**config.mk**
```make
export PLATFORM = sky130hd
export DESIGN_NAME = sar_serial_port
export DESIGN_NICKNAME = d
export VERILOG_FILES = /design/src/rtl/sar_port_pkg.sv /design/src/rtl/sar_pin_sync.sv /design/src/rtl/sar_frame_ctrl.sv /design/src/rtl/sar_shift_out.sv /design/src/rtl/sar_serial_port.sv
export SDC_FILE = /design/constraint.sdc
export NUM_CORES = 1
export LEC_CHECK = 0
export ABC_AREA = 1
export BUFFER_PORTS_ARGS = -buffer_cell sky130_fd_sc_hd__buf_2
export CORE_ASPECT_RATIO = 1.4
export CORE_MARGIN = 4
export CORE_UTILIZATION = 35
export CTS_BUF_LIST = sky130_fd_sc_hd__clkbuf_4 sky130_fd_sc_hd__clkbuf_8
export DETAILED_ROUTE_END_ITERATION = 10
export GPL_TIMING_DRIVEN = 0
export SLEW_MARGIN = 20
export SYNTH_ARGS = -nofsm -noshare
export SYNTH_HDL_FRONTEND = slang
export SYNTH_HIERARCHICAL = 1
export SYNTH_SLANG_ARGS = --single-unit
```
**constraint.sdc**
```tcl
create_clock -name clk_i -period 4.2 [get_ports clk_i]
set_input_delay 0.63 -clock clk_i [delete_from_list [all_inputs] [get_ports clk_i]]
set_output_delay 0.63 -clock clk_i [all_outputs]
set_load 0.02 [all_outputs]
```
**src/rtl/sar_port_pkg.sv**
```systemverilog
package sar_port_pkg;
  typedef enum logic {
    MODE_NORMAL   = 1'b0,
    MODE_SHUTDOWN = 1'b1
  } pwr_mode_e;
endpackage

```
**src/rtl/sar_pin_sync.sv**
```systemverilog
module sar_pin_sync #(
  parameter int   STAGES  = 2,
  parameter logic RST_VAL = 1'b1
) (
  input  logic clk_i,
  input  logic rst_ni,
  input  logic pin_i,
  output logic level_o,
  output logic rise_o,
  output logic fall_o
);
  logic [STAGES-1:0] chain_q;
  logic              prev_q;

  always_ff @(posedge clk_i or negedge rst_ni) begin
    if (!rst_ni) chain_q[0] <= RST_VAL;
    else         chain_q[0] <= pin_i;
  end

  for (genvar g = 1; g < STAGES; g++) begin : g_stage
    always_ff @(posedge clk_i or negedge rst_ni) begin
      if (!rst_ni) chain_q[g] <= RST_VAL;
      else         chain_q[g] <= chain_q[g-1];
    end
  end

  always_ff @(posedge clk_i or negedge rst_ni) begin
    if (!rst_ni) prev_q <= RST_VAL;
    else         prev_q <= chain_q[STAGES-1];
  end

  assign level_o = chain_q[STAGES-1];
  assign rise_o  = level_o & ~prev_q;
  assign fall_o  = ~level_o & prev_q;
endmodule

```
**src/rtl/sar_frame_ctrl.sv**
```systemverilog
module sar_frame_ctrl
  import sar_port_pkg::*;
#(
  parameter int FRAME_LEN  = 16,
  parameter int TRACK_EDGE = 13,
  parameter int SD_FIRST   = 10,
  parameter int SD_LAST    = 14
) (
  input  logic      clk_i,
  input  logic      rst_ni,
  input  logic      cs_fall_i,
  input  logic      cs_rise_i,
  input  logic      sclk_fall_i,
  input  logic      sclk_rise_i,
  output logic      active_o,
  output logic      load_o,
  output logic      shift_o,
  output logic      oe_o,
  output logic      hold_o,
  output pwr_mode_e mode_o,
  output logic      valid_o
);
  localparam int CNT_W = $clog2(FRAME_LEN + 1);
  localparam int RISE_W = $clog2(TRACK_EDGE + 1);
  localparam logic [CNT_W-1:0]  FALL_MAX  = CNT_W'(FRAME_LEN);
  localparam logic [CNT_W-1:0]  FALL_LAST = CNT_W'(FRAME_LEN - 1);
  localparam logic [CNT_W-1:0]  SD_LO     = CNT_W'(SD_FIRST);
  localparam logic [CNT_W-1:0]  SD_HI     = CNT_W'(SD_LAST);
  localparam logic [RISE_W-1:0] RISE_MAX  = RISE_W'(TRACK_EDGE);
  localparam logic [RISE_W-1:0] RISE_LAST = RISE_W'(TRACK_EDGE - 1);

  logic              active_q, oe_q, hold_q, valid_q, dummy_q;
  pwr_mode_e         mode_q;
  logic [CNT_W-1:0]  fall_cnt_q;
  logic [RISE_W-1:0] rise_cnt_q;
  logic              fall_adv, rise_adv, in_sd_win;

  assign fall_adv  = active_q & ~cs_rise_i & sclk_fall_i & (fall_cnt_q < FALL_MAX);
  assign rise_adv  = active_q & ~cs_rise_i & sclk_rise_i & (rise_cnt_q < RISE_MAX);
  assign in_sd_win = (fall_cnt_q >= SD_LO) && (fall_cnt_q <= SD_HI);

  always_ff @(posedge clk_i or negedge rst_ni) begin
    if (!rst_ni) begin
      active_q   <= 1'b0;
      oe_q       <= 1'b0;
      hold_q     <= 1'b0;
      valid_q    <= 1'b0;
      dummy_q    <= 1'b1;
      mode_q     <= MODE_NORMAL;
      fall_cnt_q <= '0;
      rise_cnt_q <= '0;
    end else if (cs_fall_i) begin
      active_q   <= 1'b1;
      oe_q       <= 1'b1;
      hold_q     <= 1'b1;
      valid_q    <= ~dummy_q;
      dummy_q    <= 1'b0;
      mode_q     <= MODE_NORMAL;
      fall_cnt_q <= '0;
      rise_cnt_q <= '0;
    end else if (active_q && cs_rise_i) begin
      active_q <= 1'b0;
      oe_q     <= 1'b0;
      hold_q   <= 1'b0;
      valid_q  <= 1'b0;
      if (in_sd_win) begin
        mode_q  <= MODE_SHUTDOWN;
        dummy_q <= 1'b1;
      end
    end else begin
      if (fall_adv) begin
        fall_cnt_q <= fall_cnt_q + 1'b1;
        if (fall_cnt_q == FALL_LAST) oe_q <= 1'b0;
      end
      if (rise_adv) begin
        rise_cnt_q <= rise_cnt_q + 1'b1;
        if (rise_cnt_q == RISE_LAST) hold_q <= 1'b0;
      end
    end
  end

  assign active_o = active_q;
  assign load_o   = cs_fall_i;
  assign shift_o  = fall_adv;
  assign oe_o     = oe_q;
  assign hold_o   = hold_q;
  assign mode_o   = mode_q;
  assign valid_o  = valid_q;
endmodule

```
**src/rtl/sar_shift_out.sv**
```systemverilog
module sar_shift_out #(
  parameter int DATA_W     = 12,
  parameter int LEAD_ZEROS = 3,
  parameter int FRAME_LEN  = 16
) (
  input  logic              clk_i,
  input  logic              rst_ni,
  input  logic              load_i,
  input  logic              shift_i,
  input  logic              oe_i,
  input  logic [DATA_W-1:0] sample_i,
  output logic              sdo_o
);
  localparam int TOP_POS = FRAME_LEN - 1 - LEAD_ZEROS;

  logic [FRAME_LEN-1:0] shreg_q, frame_w;

  always_comb begin
    frame_w = '0;
    frame_w[TOP_POS -: DATA_W] = sample_i;
  end

  always_ff @(posedge clk_i or negedge rst_ni) begin
    if (!rst_ni)      shreg_q <= '0;
    else if (load_i)  shreg_q <= frame_w;
    else if (shift_i) shreg_q <= {shreg_q[FRAME_LEN-2:0], 1'b0};
  end

  assign sdo_o = oe_i & shreg_q[FRAME_LEN-1];
endmodule

```
**src/rtl/sar_serial_port.sv**
```systemverilog
module sar_serial_port
  import sar_port_pkg::*;
#(
  parameter int DATA_W      = 12,
  parameter int LEAD_ZEROS  = 3,
  parameter int FRAME_LEN   = 16,
  parameter int TRACK_EDGE  = 13,
  parameter int SD_FIRST    = 10,
  parameter int SD_LAST     = 14,
  parameter int SYNC_STAGES = 2
) (
  input  logic              clk_i,
  input  logic              rst_ni,
  input  logic              cs_ni,
  input  logic              sclk_i,
  input  logic [DATA_W-1:0] sample_i,
  output logic              sdo_o,
  output logic              sdo_oe_o,
  output logic              hold_o,
  output logic              shutdown_o,
  output logic              data_valid_o
);
  logic      cs_lvl, cs_rise, cs_fall;
  logic      sclk_lvl, sclk_rise, sclk_fall;
  logic      active, load, shift, oe;
  pwr_mode_e mode;

  sar_pin_sync #(.STAGES(SYNC_STAGES), .RST_VAL(1'b1)) u_cs_sync (
    .clk_i, .rst_ni, .pin_i(cs_ni),
    .level_o(cs_lvl), .rise_o(cs_rise), .fall_o(cs_fall)
  );

  sar_pin_sync #(.STAGES(SYNC_STAGES), .RST_VAL(1'b1)) u_sclk_sync (
    .clk_i, .rst_ni, .pin_i(sclk_i),
    .level_o(sclk_lvl), .rise_o(sclk_rise), .fall_o(sclk_fall)
  );

  sar_frame_ctrl #(
    .FRAME_LEN(FRAME_LEN), .TRACK_EDGE(TRACK_EDGE),
    .SD_FIRST(SD_FIRST), .SD_LAST(SD_LAST)
  ) u_ctrl (
    .clk_i, .rst_ni,
    .cs_fall_i(cs_fall), .cs_rise_i(cs_rise),
    .sclk_fall_i(sclk_fall), .sclk_rise_i(sclk_rise),
    .active_o(active), .load_o(load), .shift_o(shift),
    .oe_o(oe), .hold_o(hold_o), .mode_o(mode), .valid_o(data_valid_o)
  );

  sar_shift_out #(
    .DATA_W(DATA_W), .LEAD_ZEROS(LEAD_ZEROS), .FRAME_LEN(FRAME_LEN)
  ) u_shift (
    .clk_i, .rst_ni, .load_i(load), .shift_i(shift), .oe_i(oe),
    .sample_i, .sdo_o
  );

  assign sdo_oe_o   = oe;
  assign shutdown_o = (mode == MODE_SHUTDOWN);

  // levels kept for observability in the bound checker
  logic unused_lvl;
  assign unused_lvl = cs_lvl ^ sclk_lvl;
endmodule

```
==> metrics.cfg, run 1 <==
[power_and_ir_drop]
p_comb_frac = 0.122
pwr-share-seq = 0.522
cellPowerDensity_mw_per_mm2 = 390
p_int_uw = 575
finalPower_uw = 776
leakage_uw = 0.00101
switching_share = 0.259
power_frac_clock = 0.356
ir_drop_uv = 218
p_sw_uw = 201

[die]
fp.coreArea_mm2 = 0.00461
die_w_um = 67.0
die_height_um = 90.6
initial_core_util = 0.370
std_cell_rows = 29
dieArea_mm2 = 0.00607
boundaryPins = 21

[run]
drv_cap = 0

[timing]
setup_viol = 0
slew_headroom = 0.468
period_needed_ns = 1.80
finalCritPeriodShare = 0.429
fin_tns_setup_ns = 0
rsz0062_at_grt = false
fmax_mhz = 555
worst_slew_pin_slew_ns = 0.798
hold_violations = 0
clock_skew_ns = 0.00844
maxSlewViolCount = 0
whs_ns = 0.358
setup_slack_ns = 2.40

[setup_path]
cp-end-kind = flip-flop
max_stage_delay_ns = 0.53
startpoint_type = flip-flop
crit_slowest_cell = dfstp_2
path_cells = inv_1, nor2_1, buf_4, inv_2, buf_6, nand3_2, nand3_1
cp.required_ns = 4.36
cp_max_fo = 10
cp_data_arrival_time_ns = 1.97
crit_type = reg2reg

[grt]
grt_max_degree = 37
overflow = 0
grt_use_total = 0.121
first_global_vias = 1297
grt_pass1_wl_um = 5580
grt_antenna_before_repair = 0

[clock_tree]
clock_path_buffers = 2
post_cts_buffers = 0
root_buffer = clkbuf_8
path_clk_slew_ns = 0.07
clock_latency_ns = 0.29
clock-sinks = 36
cts_hold_buffers = 0
cts_tree = done
cts_htree_levels = 2
cts_resized = 0
numCtsBuffers = 5

[drt]
drt_iter0_markers = 30
first_pass_iters = 4
ant_nets = 0
wl_per_cell_um = 11.2
wl_um = 3140
vias = 1282
vias_per_cell = 4.56
drc = 0

[layout]
final_cell_mix = nand2_1 (58), nand3_1 (29), dfrtp_1 (29)
n_fill_cell = 487
top_register = u_shift/shreg_q
top_regs = u_shift/shreg_q: 15 flops, u_ctrl/fall_cnt_q: 5 flops, u_ctrl/rise_cnt_q: 4 flops
layout-drive-gt1-share = 0.256
final_common_cell = nand2_1
multiInputGateArea_um2 = 654
register_area_um2 = 910
area_delta_synth_final_pct = 16.5
largest_register_ffs = 15
diodes = 0
nets = 239

[min_path]
hp-class = reg2reg

[logic_synthesis]
synth_nets = 212
synthCells = 191
ys_warn_count = 6
syn_avg_cell_area_um2 = 8.94
synth.distinct_cells = 20
ys_ff_latch = 36
netlist_area_mm2 = 0.00171
yosysSeqAreaShare = 0.533

[placed_design]
gp_congestion = 0.739
portBuffers = 20
hpwl_um = 2250
post-place-ws_ns = 2.39

[run_status]
status = finished, final reports clean

[cell families after synthesis]
logic type / share of synthesized area
flip-flops: 0.533
AO/OA/AOI/OAI: 0.0242
XOR/XNOR: 0.00513
buffers and inverters: 0.0836
adder cells (fa/ha/maj): 0.0367
AND/OR/NAND/NOR: 0.317
[Yosys cell counts, drive strengths merged]
master / instances / area [um2]
nand2: 58 / 218
nand3: 36 / 215
dfrtp: 29 / 726
inv: 22 / 82.6
nor2: 15 / 83.8
dfstp: 7 / 184
buf: 6 / 60.1
ha: 5 / 62.6
o21ai: 4 / 20.0
a21oi: 3 / 15.0
nand4: 3 / 18.8
o22ai: 1 / 6.26
or2: 1 / 6.26
xor2: 1 / 8.76
[final timing paths]
| path | from | to | slack, ns | cells after the start |
|---|---|---|---|---|
| worst max-delay path | u_cs_sync/prev_q | u_shift/shreg_q[5] | 2.40 | 7 |
| worst min-delay path | u_sclk_sync/chain_q[0] | u_sclk_sync/level_o | 0.36 | 0 |
| worst max register to register | u_cs_sync/prev_q | u_shift/shreg_q[5] | 2.40 | 7 |
| worst min register to register | u_sclk_sync/chain_q[0] | u_sclk_sync/level_o | 0.36 | 0 |
| max in group asynchronous | rst_ni | u_shift/shreg_q[1] | 3.27 | 1 |
| min in group asynchronous | rst_ni | u_shift/shreg_q[7] | 0.42 | 1 |
[final cells by class]
type,count,area share
buffer,6,0.0302
clock buffer,8,0.0522
inverter,22,0.0415
multi-input combinational,127,0.329
sequential,36,0.458
tap,62,0.0390
timing repair buffer,20,0.0503
[per-stage QoR]
stage	area (um2)	cells	util
after floorplan	1710	191	-
final	1990	281	0.431
after CTS	1990	281	0.431
after global routing	1990	281	0.431
after global placement	1880	273	0.409
after detailed placement	1880	273	0.409
[critical path, delay by kind of cell (launching register included)]
| family | cells | cell delay, ns |
|---|---|---|
| buffers and inverters | 4 | 0.52 |
| AND/OR/NAND/NOR | 3 | 0.64 |
| flip-flops | 1 | 0.53 |
[power groups by stage]
stage | clock network (uW) | logic, uW | registers (uW)
after global routing | 302 | 110 | 410
after detailed placement | 0 | 97.6 | 412
after CTS | 287 | 97.7 | 406
after floorplan | 0 | 62.5 | 411
final | 276 | 94.8 | 405
after global placement | 0 | 96.3 | 411
[routing by layer]
metal  share of wire  vias to the layer above  global-route usage
met5               0                        -                   0
met4           0.024                        0              0.0558
met3           0.048                        6              0.0411
met2            0.51                       25               0.197
met1            0.42                      596               0.139
li1                -                      655                   -
(Power assumes the default switching activity.)
==> run 2, diff against run 1 <==
clock period = 1.5 ns   (was 4.2 ns; I/O delays follow)
==> run 2 against run 1 <==
Compared with the run above: worst setup slack worse by 2.3 ns; core utilization up 3.8 points; fmax up 25%; clock skew down 0.0012 ns; critical path type unchanged; highest routed layer unchanged.
==> metrics.cfg, run 2 (same netlist as run 1, synthesis figures left out) <==
[timing]
setup_viol = 0  ; unchanged
finalCritPeriodShare = 0.959  ; +0.529
worst_slew_pin_slew_ns = 0.782  ; -0.0159 ns
slew_headroom = 0.478  ; +0.0106
fmax_mhz = 695  ; +25%
clock_skew_ns = 0.00729  ; -0.00115 ns
hold_violations = 0  ; unchanged
rsz0062_at_grt = true
fin_tns_setup_ns = 0  ; unchanged
period_needed_ns = 1.44  ; -0.365 ns
maxSlewViolCount = 0  ; unchanged

[setup_path]
cp-end-kind = flip-flop
cp_max_fo = 6  ; -4
startpoint_type = flip-flop
cp_data_arrival_time_ns = 1.62  ; -0.35 ns
cp.required_ns = 1.68  ; -2.68 ns
crit_type = reg2reg

[clock_tree]
numCtsBuffers = 5  ; unchanged
cts_htree_levels = 2  ; unchanged
clock-sinks = 36  ; unchanged
clock_path_buffers = 2  ; unchanged
root_buffer = clkbuf_8
clock_latency_ns = 0.29  ; about the same
path_clk_slew_ns = 0.07  ; about the same
cts_tree = done

[layout]
final_cell_area_mm2 = 0.00216  ; +8.9%
top_register = u_shift/shreg_q
top_regs = u_shift/shreg_q: 15 flops, u_ctrl/fall_cnt_q: 5 flops, u_ctrl/rise_cnt_q: 4 flops
largest_register_ffs = 15  ; unchanged
layout-drive-gt1-share = 0.393  ; +0.137
final_cell_mix = nand2_1 (46), dfrtp_1 (29), nand3_1 (22)
final_common_cell = nand2_1
diodes = 0  ; unchanged
n_fill_cell = 471  ; -3.3%
area_delta_synth_final_pct = 26.8
nets = 249  ; +4.2%
final_util = 0.470  ; +0.0383

[drt]
wl_per_cell_um = 11.6  ; +4.1%
wl_um = 3390  ; +7.8%
ant_nets = 0  ; unchanged
vias = 1327  ; +3.5%
drc = 0  ; unchanged
first_pass_iters = 4  ; unchanged
drt_iter0_markers = 48  ; +60%
vias_per_cell = 4.56  ; about the same

[die]
die_height_um = 90.6  ; unchanged
dieArea_mm2 = 0.00607  ; unchanged
fp.coreArea_mm2 = 0.00461  ; unchanged
std_cell_rows = 29  ; unchanged
boundaryPins = 21  ; unchanged
die_w_um = 67.0  ; unchanged
initial_core_util = 0.370  ; unchanged

[min_path]
hp-class = in2async

[grt]
grt_max_degree = 37  ; unchanged
grt_pass1_wl_um = 5650  ; +1.2%
overflow = 0  ; unchanged
first_global_vias = 1312  ; +1.2%
grt_antenna_before_repair = 0  ; unchanged
grt_use_total = 0.119  ; -0.00175

[run]
drv_cap = 0  ; unchanged

[placed_design]
place_area_mm2 = 0.00189  ; +0.13%
gp_congestion = 0.712  ; -3.7%
portBuffers = 20  ; unchanged
hpwl_um = 2140  ; -4.9%

[power_and_ir_drop]
leakage_uw = 0.00110  ; +8.7%
ir_drop_uv = 587  ; +170%
cellPowerDensity_mw_per_mm2 = 1020  ; +160%

[run_status]
status = finished, final reports clean

## run 2: final cells by class
type | count | area [um2] | area share
Sequential cell | 36 | 910 | 0.420
Multi-Input combinational cell | 127 | 743 | 0.343
Timing Repair Buffer | 30 | 194 | 0.0896
Clock buffer | 7 | 90.1 | 0.0416
Inverter | 22 | 82.6 | 0.0382
Tap cell | 62 | 77.6 | 0.0358
Buffer | 6 | 60.1 | 0.0277
Clock inverter | 1 | 7.51 | 0.00347
## run 2: final timing paths
check	depth (start not counted)	end	startpoint	slack, ns
setup / recovery	8	u_shift/shreg_q[11]	u_cs_sync/prev_q	0.06
hold / removal	1	u_shift/shreg_q[9]	rst_ni	0.01
setup reg to reg	8	u_shift/shreg_q[11]	u_cs_sync/prev_q	0.06
hold reg to reg	0	u_sclk_sync/level_o	u_sclk_sync/chain_q[0]	0.36
max in group asynchronous	1	u_ctrl/oe_o	rst_ni	0.99
min in group clk_i	1	u_sclk_sync/chain_q[0]	sclk_i	0.03
## run 2: stage by stage
step,setup slack [ns],hold WS (ns),instances,power [uW]
detailed placement,-0.0747,0.332,273,1430
finish,0.0619,0.0129,291,2210
global route,-0.0204,0.0129,291,2340
global placement,-0.0796,0.332,273,1420
CTS,0.0150,0.0175,285,2180
floorplan,0.0901,-0.0706,191,1330
## run 2: repair_timing
| item | CTS | global route |
|---|---|---|
| endpoints found under the setup margin | 11 | 20 |
| cloned | 0 | 1 |
| pin swaps | 2 | 6 |
| gates resized for setup | 1 | 30 |
| buffers inserted | 4 | 5 |
| hold endpoints to repair | 0 | 0 |
| hold buffers | 0 | 0 |
## run 2: per-layer routing
layer,wire (um),GRT usage
met1,1450,0.146
met4,42,0.0406
met2,1750,0.194
met3,143,0.0374
met5,0,0
## run 2: critical path, stage by stage (launching register included)
cell and delay [ns]:
dfstp_2 0.55, nor2_2 0.05, inv_1 0.07, nand2_2 0.07, nor2_4 0.24, nor2_4 0.08
buf_6 0.15, nand2_2 0.06, nand3_2 0.05
## run 2: power breakdown
group	internal (uW)	leakage [uW]	total, uW	switching [uW]
registers	1070	0.000446	1140	74.7
clock network	391	0.0000479	733	341
logic	146	0.000608	333	187
total	1610	0.00110	2210	603
==> run 3, diff against run 2 <==
clock period = 1.6 ns   (was 1.5 ns; I/O delays follow)
==> run 3 against run 2 <==
Compared with the run above: die area unchanged; largest power group unchanged; sequential share of layout area increased by 2.2 points; count of clock-buffer cells in the layout increased by 1; global-route usage increased by 0.20 points; fmax decreased by 3.5%.
==> metrics.cfg, run 3 (same netlist as run 1, synthesis figures left out) <==
[layout]
largest_register_ffs = 15  ; unchanged
multiInputGateArea_um2 = 664  ; -11%
diodes = 0  ; unchanged
layout.cells.non_filler = 287  ; -1.4%
area_delta_synth_final_pct = 20.5
layout-drive-gt1-share = 0.284  ; -0.109
top_regs = u_shift/shreg_q: 15 flops, u_ctrl/fall_cnt_q: 5 flops, u_ctrl/rise_cnt_q: 4 flops
n_fill_cell = 481  ; +2.1%
final_cell_mix = nand2_1 (57), nand3_1 (29), dfrtp_1 (29)
top_register = u_shift/shreg_q
nets = 245  ; -1.6%
register_area_um2 = 910  ; unchanged
final_common_cell = nand2_1

[die]
fp.coreArea_mm2 = 0.00461  ; unchanged
boundaryPins = 21  ; unchanged
std_cell_rows = 29  ; unchanged
die_height_um = 90.6  ; unchanged
dieArea_mm2 = 0.00607  ; unchanged
initial_core_util = 0.370  ; unchanged
die_w_um = 67.0  ; unchanged

[setup_path]
cp_data_arrival_time_ns = 1.66  ; +0.04 ns
cp.required_ns = 1.77  ; +0.09 ns
cp_max_fo = 11  ; +5
cp-end-kind = flip-flop
crit_type = reg2reg
startpoint_type = flip-flop

[timing]
period_needed_ns = 1.49  ; +0.0517 ns
rsz0062_at_grt = false
slew_headroom = 0.470  ; -0.00807
clock_skew_ns = 0.00790  ; +0.000611 ns
maxSlewViolCount = 0  ; unchanged
fin_tns_setup_ns = 0  ; unchanged
setup_viol = 0  ; unchanged
finalCritPeriodShare = 0.931  ; -0.0276
worst_slew_pin_slew_ns = 0.794  ; +0.0121 ns
fmax_mhz = 671  ; -3.5%
hold_violations = 0  ; unchanged

[run]
drv_cap = 0  ; unchanged

[placed_design]
portBuffers = 20  ; unchanged
placed_cells = 273  ; unchanged
hpwl_um = 2250  ; +5.1%
gp_congestion = 0.739  ; +3.8%

[clock_tree]
numCtsBuffers = 5  ; unchanged
clock_path_buffers = 2  ; unchanged
root_buffer = clkbuf_8
clock_latency_ns = 0.29  ; about the same
cts_hold_buffers = 0  ; unchanged
path_clk_slew_ns = 0.07  ; about the same
cts_tree = done
cts_htree_levels = 2  ; unchanged
clock-sinks = 36  ; unchanged

[drt]
drt_iter0_markers = 35  ; -27%
wl_um = 3230  ; -4.6%
first_pass_iters = 4  ; unchanged
vias = 1303  ; -1.8%
wl_per_cell_um = 11.3  ; -3.2%
ant_nets = 0  ; unchanged
vias_per_cell = 4.54  ; -0.44%
drc = 0  ; unchanged

[power_and_ir_drop]
cellPowerDensity_mw_per_mm2 = 1000  ; -1.8%
leakage_uw = 0.00105  ; -5.0%
ir_drop_uv = 546  ; -7.1%

[grt]
overflow = 0  ; unchanged
first_global_vias = 1296  ; -1.2%
grt_pass1_wl_um = 5590  ; -1.1%
grt_antenna_before_repair = 0  ; unchanged
grt_max_degree = 37  ; unchanged
grt_use_total = 0.121  ; +0.00200

[run_status]
status = finished, final reports clean

[min_path]
hp-class = in2async

==> run 3: changes by cell type in the layout (fill, tap and decap cells not counted), sizes merged <==
cell / change
buf: -4
clkbuf: +1
clkinvlp: -1
==> run 3: worst max-delay path: stages (launching register included) <==
cell and delay (ns):
dfstp_2 0.53, inv_1 0.04, nor2_1 0.12, nand2_1 0.11, nor2_4 0.13, buf_12 0.14
nor2_4 0.05, buf_4 0.13, nand2_1 0.05, nand3_1 0.07
==> run 3: metal layers <==
metal  vias up  wire, um  track usage
li1        667         -            -
met1       600      1320        0.140
met2        28      1670        0.197
met3         8       155       0.0411
met4         0        90       0.0558
met5         -         0            0
==> run 3: final cells by class <==
| type | instances | area share |
|---|---|---|
| clock buffers | 8 | 0.0505 |
| flip-flops and latches | 36 | 0.442 |
| plain buffers | 6 | 0.0292 |
| repair buffers | 26 | 0.0767 |
| well taps | 62 | 0.0377 |
| inverters | 22 | 0.0402 |
| multi-input cells | 127 | 0.323 |
==> run 3: what timing repair did <==
item	in CTS	in global routing
resized for setup	2	1
pin swaps	0	2
endpoints found under the setup margin	22	13
buffers inserted	0	6
==> run 3: per-stage QoR <==
stage / setup slack, ns / utilization / area (um2) / hold slack (ns) / power, uW
4_1_cts: 0.0335 / 0.433 / 2000 / 0.0335 / 2080
3_5_place_dp: -0.214 / 0.409 / 1880 / 0.346 / 1340
5_1_grt: 0.00128 / 0.446 / 2060 / 0.0259 / 2180
3_3_place_gp: -0.247 / 0.409 / 1880 / 0.347 / 1330
2_1_floorplan: 0.0495 / - / 1710 / -0.0556 / 1240
6_report: 0.110 / 0.446 / 2060 / 0.0259 / 2060
==> run 3: path summary, 6_finish.rpt <==
path                                   startpoint                      to  slack [ns]  cells after the start
setup reg to reg               u_sclk_sync/prev_q      u_shift/shreg_q[5]        0.11                      9
hold reg to reg            u_sclk_sync/chain_q[0]     u_sclk_sync/level_o        0.36                      0
setup / recovery               u_sclk_sync/prev_q      u_shift/shreg_q[5]        0.11                      9
min in group clk_i                         sclk_i  u_sclk_sync/chain_q[0]        0.05                      1
max in group asynchronous                  rst_ni      u_shift/shreg_q[2]        1.06                      1
hold / removal                             rst_ni      u_shift/shreg_q[7]        0.03                      1
==> run 3: power by group <==
part | switching, uW | total [uW] | internal (uW)
clock | 316 | 726 | 410
combinational | 157 | 270 | 114
sequential | 61.1 | 1060 | 1000
total | 534 | 2060 | 1530
